## src/rtl/pio_pkg.sv

```systemverilog
package pio_pkg;

    localparam int PORT_W      = 8;
    localparam int PORTS       = 3;
    localparam int GROUP_LINES = PORT_W * PORTS;

    // mode word bit positions
    localparam int MODE_FLAG = 7;
    localparam int A_IN_BIT  = 4;
    localparam int CH_IN_BIT = 3;
    localparam int B_IN_BIT  = 1;
    localparam int CL_IN_BIT = 0;

    localparam logic [3:0] IRQ_EN_ADDR  = 4'hB;
    localparam logic [3:0] IRQ_CLR_ADDR = 4'hF;

    typedef enum logic [1:0] {
        SLOT_A    = 2'd0,
        SLOT_B    = 2'd1,
        SLOT_C    = 2'd2,
        SLOT_MODE = 2'd3
    } slot_e;

    typedef struct packed {
        logic a_in;
        logic b_in;
        logic cl_in;
        logic ch_in;
    } dir_t;

    function automatic dir_t decode_mode(input logic [PORT_W-1:0] w);
        dir_t d;
        d.a_in  = w[A_IN_BIT];
        d.b_in  = w[B_IN_BIT];
        d.cl_in = w[CL_IN_BIT];
        d.ch_in = w[CH_IN_BIT];
        return d;
    endfunction

    function automatic logic [PORT_W-1:0] encode_mode(input dir_t d);
        logic [PORT_W-1:0] w;
        w            = '0;
        w[MODE_FLAG] = 1'b1;
        w[A_IN_BIT]  = d.a_in;
        w[B_IN_BIT]  = d.b_in;
        w[CL_IN_BIT] = d.cl_in;
        w[CH_IN_BIT] = d.ch_in;
        return w;
    endfunction

    // per-port input mask: 1 = line is an input
    function automatic logic [PORT_W-1:0] input_mask(input dir_t d, input int p);
        logic [PORT_W-1:0] m;
        case (p)
            0:       m = {PORT_W{d.a_in}};
            1:       m = {PORT_W{d.b_in}};
            default: m = {{(PORT_W/2){d.ch_in}}, {(PORT_W/2){d.cl_in}}};
        endcase
        return m;
    endfunction

endpackage

```

## src/rtl/pio_group.sv

```systemverilog
module pio_group
    import pio_pkg::*;
(
    input  logic                   clk,
    input  logic                   rst,
    input  logic                   wr_en,
    input  logic                   sel,
    input  slot_e                  slot,
    input  logic [PORT_W-1:0]      wdata,
    input  logic [GROUP_LINES-1:0] pin_in,
    output logic [GROUP_LINES-1:0] pin_out,
    output logic [GROUP_LINES-1:0] pin_oe,
    output logic [PORT_W-1:0]      rdata
);

    logic [PORT_W-1:0] latch [PORTS];
    logic [PORT_W-1:0] view  [PORTS];
    dir_t              dir;

    always_ff @(posedge clk) begin
        if (rst) begin
            dir <= '0;
            for (int p = 0; p < PORTS; p++) latch[p] <= '0;
        end else if (wr_en && sel) begin
            case (slot)
                SLOT_A: latch[0] <= wdata;
                SLOT_B: latch[1] <= wdata;
                SLOT_C: latch[2] <= wdata;
                default: begin
                    if (wdata[MODE_FLAG]) begin
                        dir <= decode_mode(wdata);
                        for (int p = 0; p < PORTS; p++) latch[p] <= '0;
                    end
                end
            endcase
        end
    end

    for (genvar p = 0; p < PORTS; p++) begin : g_port
        logic [PORT_W-1:0] imask;
        assign imask                   = input_mask(dir, p);
        assign pin_out[p*PORT_W +: PORT_W] = latch[p];
        assign pin_oe [p*PORT_W +: PORT_W] = ~imask;
        assign view[p] = (pin_in[p*PORT_W +: PORT_W] & imask) | (latch[p] & ~imask);
    end

    always_comb begin
        case (slot)
            SLOT_A:  rdata = view[0];
            SLOT_B:  rdata = view[1];
            SLOT_C:  rdata = view[2];
            default: rdata = encode_mode(dir);
        endcase
    end

endmodule

```

## src/rtl/pio_irq.sv

```systemverilog
module pio_irq #(
    parameter int LINES = 2
) (
    input  logic             clk,
    input  logic             rst,
    input  logic             en_set,
    input  logic             en_clr,
    input  logic             pend_clr,
    input  logic [LINES-1:0] watch,
    output logic             irq,
    output logic             enabled
);

    logic [LINES-1:0] prev;
    logic             pending;
    logic             rise;

    assign rise = |(watch & ~prev);

    always_ff @(posedge clk) begin
        if (rst) begin
            prev    <= '0;
            pending <= 1'b0;
            enabled <= 1'b0;
        end else begin
            prev <= watch;
            if (en_set)      enabled <= 1'b1;
            else if (en_clr) enabled <= 1'b0;
            // a fresh edge wins over a simultaneous clear
            pending <= (pending && !pend_clr) || (enabled && rise);
        end
    end

    assign irq = pending;

endmodule

```

## src/rtl/dual_pio_block.sv

```systemverilog
module dual_pio_block
    import pio_pkg::*;
#(
    parameter int GROUPS  = 2,
    parameter int ADDR_W  = 4,
    parameter int IRQ_BIT = 3
) (
    input  logic                            clk,
    input  logic                            rst,
    input  logic                            wr_en,
    input  logic                            rd_en,
    input  logic [ADDR_W-1:0]               addr,
    input  logic [PORT_W-1:0]               wdata,
    output logic [PORT_W-1:0]               rdata,
    input  logic [GROUPS*GROUP_LINES-1:0]   pin_in,
    output logic [GROUPS*GROUP_LINES-1:0]   pin_out,
    output logic [GROUPS*GROUP_LINES-1:0]   pin_oe,
    output logic                            irq
);

    localparam int GSEL_W   = ADDR_W - 2;
    localparam int C_OFFSET = 2 * PORT_W;

    logic [GROUPS-1:0] grp_sel;
    logic [PORT_W-1:0] grp_rd [GROUPS];
    logic [GROUPS-1:0] watch;
    logic              irq_en;
    slot_e             slot;

    assign slot = slot_e'(addr[1:0]);

    for (genvar g = 0; g < GROUPS; g++) begin : g_grp
        assign grp_sel[g] = (addr[ADDR_W-1:2] == GSEL_W'(g));
        assign watch[g]   = pin_in[g*GROUP_LINES + C_OFFSET + IRQ_BIT];

        pio_group u_grp (
            .clk     (clk),
            .rst     (rst),
            .wr_en   (wr_en),
            .sel     (grp_sel[g]),
            .slot    (slot),
            .wdata   (wdata),
            .pin_in  (pin_in [g*GROUP_LINES +: GROUP_LINES]),
            .pin_out (pin_out[g*GROUP_LINES +: GROUP_LINES]),
            .pin_oe  (pin_oe [g*GROUP_LINES +: GROUP_LINES]),
            .rdata   (grp_rd[g])
        );
    end

    always_comb begin
        rdata = '0;
        for (int g = 0; g < GROUPS; g++)
            if (grp_sel[g]) rdata = grp_rd[g];
    end

    pio_irq #(.LINES(GROUPS)) u_irq (
        .clk      (clk),
        .rst      (rst),
        .en_set   (wr_en && addr == IRQ_EN_ADDR),
        .en_clr   (rd_en && addr == IRQ_EN_ADDR),
        .pend_clr (wr_en && addr == IRQ_CLR_ADDR),
        .watch    (watch),
        .irq      (irq),
        .enabled  (irq_en)
    );

endmodule

```

## config.mk

```make
export PLATFORM = sky130hd
export DESIGN_NAME = dual_pio_block
export DESIGN_NICKNAME = d
export VERILOG_FILES = /design/src/rtl/pio_pkg.sv /design/src/rtl/pio_group.sv /design/src/rtl/pio_irq.sv /design/src/rtl/dual_pio_block.sv
export SDC_FILE = /design/constraint.sdc
export NUM_CORES = 1
export LEC_CHECK = 0
export BUFFER_PORTS_ARGS = -buffer_cell sky130_fd_sc_hd__buf_4
export CORE_MARGIN = 4
export CORE_UTILIZATION = 47
export DETAILED_ROUTE_END_ITERATION = 10
export HOLD_SLACK_MARGIN = 0.03
export PLACE_DENSITY = 0.88
export SETUP_SLACK_MARGIN = 0.5
export SLEW_MARGIN = 15
export SYNTH_ARGS = -nofsm -noshare
export SYNTH_HDL_FRONTEND = slang
export SYNTH_SLANG_ARGS = --single-unit
```

## constraint.sdc

```tcl
create_clock -name clk -period 2.3 [get_ports clk]
set_input_delay 0.345 -clock clk [delete_from_list [all_inputs] [get_ports clk]]
set_output_delay 0.345 -clock clk [all_outputs]
set_load 0.05 [all_outputs]
```

==> flow_summary.yaml <==
clock_tree:
  clkTransAtPathRegs_ps: 60
  tritoncts: "yes"
  clock-sinks: 60
  cts-buffers-inserted: 9
  insertion_delay_ps: 340
  clock_tree.root_cell: "clkbuf_8"
  cts_buffer_depth: 2
  htree_levels: 3
die:
  ioPinCount: 169
  initial_core_util: 0.480
  rows: 31
  die_x_um: 93.8
  core_area_um2: 7210
  die_h_um: 93.8
  die_area_um2: 8800
drt:
  drt_iter0_drc: 312
  routedWlPerCell_um: 20.2
  dr.pass1.iters: 6
  ant_nets: 0
  drt-total-wl_um: 11300
  via_per_inst: 5.62
  drc: 0
  num_vias: 3146
power:
  p_per_area_nw_per_um2: 625
  power.leakage_nw: 2.01
  power_mw: 3.17
  irDropWorstVdd_uv: 542
layout:
  area_growth_syn_to_layout_pct: 46.4
  drive_above_1_share: 0.525
  finalInstanceArea_um2: 5070
  nNetsFinal: 520
  diodes: 0
  n_fill_cell: 520
worst_setup_path:
  path_cells: "or3b_1 > a311oi_2 > nand3_1 > a31oi_4 > buf_8"
  critPathLaunch: "g_grp[1].u_grp.latch[0][9]$_DFFE_PP_"
  worst-path-buf-inv: 1
  crit_type: "reg2out"
  endpoint_kind: "output port"
  critPathSlowestCell: "edfxtp_1"
  required_ps: 1960
  slowest_delay_ps: 370
  worst_ep_arrival_time_ps: 1900
  r2r-start: "g_grp[1].u_grp.dir[1]$_SDFFE_PP0N_"
  reg2reg_slack_ps: 1330
  critPathTopFamily: "simple AND/OR/NAND/NOR gates"
  start_kind: "flip-flop"
  ff2ff_path_depth: 4
  cp_max_fo: 2
  r2r_end: "g_grp[1].u_grp.dir[1]$_SDFFE_PP0N_"
global_routing:
  met1_usage: 0.267
  grtUsageMet3: 0.0769
  antenna_found_initial: 0
  grt_pass1_vias: 3118
  gr-total-overflow: 0
  grtUsageMet2: 0.435
  grt_max_degree: 26
  grt.busiest_layer: "met2"
  grt_pass1_wl_um: 16100
  grtUsageTotal: 0.246
timing:
  skew_ps: 0.281
  max_freq_mhz: 446
  setup-tns-final_ps: 0
  setup_viol: 0
  drv_slew: 0
  min_period_ps: 2240
  rsz0062_at_grt: "yes"
  tightest_slew_ps: 659
  relSlewSlack: 0.560
  whs_ps: 262
  worst_slack_ps: 58.6
  hold_viol_final: 0
  period_share: 0.975
logic_synthesis:
  synth-seq-area-share: 0.486
  ys_types: 34
  synth_seq_cells: 60
  postSynthCellCount: 313
  synthesis.nets: 377
  avgSynthCellArea_um2: 11.1
  netlist_area_um2: 3460
  ys_warn_count: 0
run_status:
  status: "complete, no violations"
worst_hold_path:
  hold_path_end: "u_irq.prev[0]$_SDFF_PP0_"
  min_path_type: "in2reg"
  worstHoldStart: "pin_in[19]"
  holdPathStages: 3
placement:
  port_buffers: 168
  placed_cell_area_um2: 4650
  gp_congestion: 0.847
  dpl_worst_slack_ps: 193
  dp_hpwl_um: 8370
flow_run:
  cap_viol_max_count: 0
## timing repair
item,4_1_cts,5_1_grt
hold buffers,0,0
setup buffers,4,1
endpoints found under the hold margin,0,0
setup endpoints to repair,8,17
gates cloned,0,0
gates resized for setup,25,17
pin swaps,7,8
## worst reg2reg max path: cells and delay by family, from the launching register on
family,cells,cell delay [ps]
buf+inv,2,240
compound gates,2,290
flops,1,360
## where the power goes
| group | internal [mW] | total (mW) | switching [mW] |
|---|---|---|---|
| Combinational | 0.278 | 0.771 | 0.493 |
| Clock | 0.717 | 1.13 | 0.410 |
| Sequential | 1.23 | 1.27 | 0.0382 |
| Total | 2.23 | 3.17 | 0.941 |
## kinds of logic after synthesis
logic type	count (synthesis)	synth area share
flip-flops	60	0.486
AO/OA/AOI/OAI	61	0.120
AND/OR/NAND/NOR	61	0.0889
multiplexers	58	0.173
buffers and inverters	73	0.132
## Yosys cell counts, drive strengths merged
cell | number | area (um^2)
mux4 | 1 | 22.5
edfxtp | 48 | 1440
o22ai | 5 | 31.3
nor2 | 9 | 33.8
clkbuf | 5 | 18.8
nor3 | 1 | 5.00
nand2b | 1 | 6.26
a311oi | 1 | 15.0
and3 | 1 | 6.26
o221ai | 4 | 35.0
o21bai | 6 | 45.0
o21ai | 14 | 70.1
inv | 13 | 48.8
nand3 | 5 | 25.0
a22o | 2 | 17.5
a31oi | 2 | 12.5
a211oi | 5 | 47.5
nand2 | 22 | 82.6
mux2 | 6 | 67.6
or3b | 3 | 26.3
buf | 55 | 389
dfxtp | 12 | 240
o211ai | 9 | 67.6
a22oi | 1 | 7.51
and2 | 16 | 100
a32oi | 1 | 8.76
a21oi | 10 | 50.1
a21boi | 1 | 7.51
nand3b | 3 | 22.5
mux2i | 51 | 510
## flip-flops by register name, summed over array words and instances, names as in the netlist
register / count
g_grp.u_grp.dir: 8
u_irq.prev: 2
u_irq.enabled: 1
u_irq.irq: 1
g_grp.u_grp.latch: 48
## area by class of cell
cell class                      instances  area [um^2]  share of cell area
Sequential cell                        60         1700               0.336
Inverter                               13         52.6              0.0104
Multi-Input combinational cell        180         1450               0.286
Timing Repair Buffer                  192         1510               0.298
Clock inverter                          5          100              0.0198
Tap cell                               99          124              0.0244
Clock buffer                           11          131              0.0259
## stage by stage
step,utilization,std cells
2_1_floorplan,-,313
3_3_place_gp,0.645,539
3_5_place_dp,0.645,539
4_1_cts,0.691,559
5_1_grt,0.702,560
6_report,0.702,560
## layout by cell type, fill, tap and decap left out, types with 4 or more instances in the layout
master,count
buf_4,177
mux2i_1,49
edfxtp_1,48
nand2_1,21
and2_1,16
o21ai_0,13
buf_6,12
inv_1,11
nor2_1,9
a21oi_1,9
o211ai_1,9
clkbuf_8,9
mux2_2,5
nand3_1,5
o21bai_1,5
dfxtp_1,5
dfxtp_4,4
## how the worst max path moves through the flow
stage / cells past startpoint / endpoint
2_1_floorplan: 4 / rdata[1]
3_3_place_gp: 6 / rdata[5]
3_5_place_dp: 6 / rdata[4]
4_1_cts: 5 / rdata[1]
5_1_grt: 5 / rdata[1]
6_report: 5 / rdata[1]
## metal layers
| metal | up-vias | share of wire |
|---|---|---|
| li1 | 1389 | - |
| met5 | - | 0 |
| met2 | 235 | 0.52 |
| met3 | 42 | 0.11 |
| met4 | 0 | 0.033 |
| met1 | 1480 | 0.34 |
Note: power is estimated with default switching activity, not from simulation.
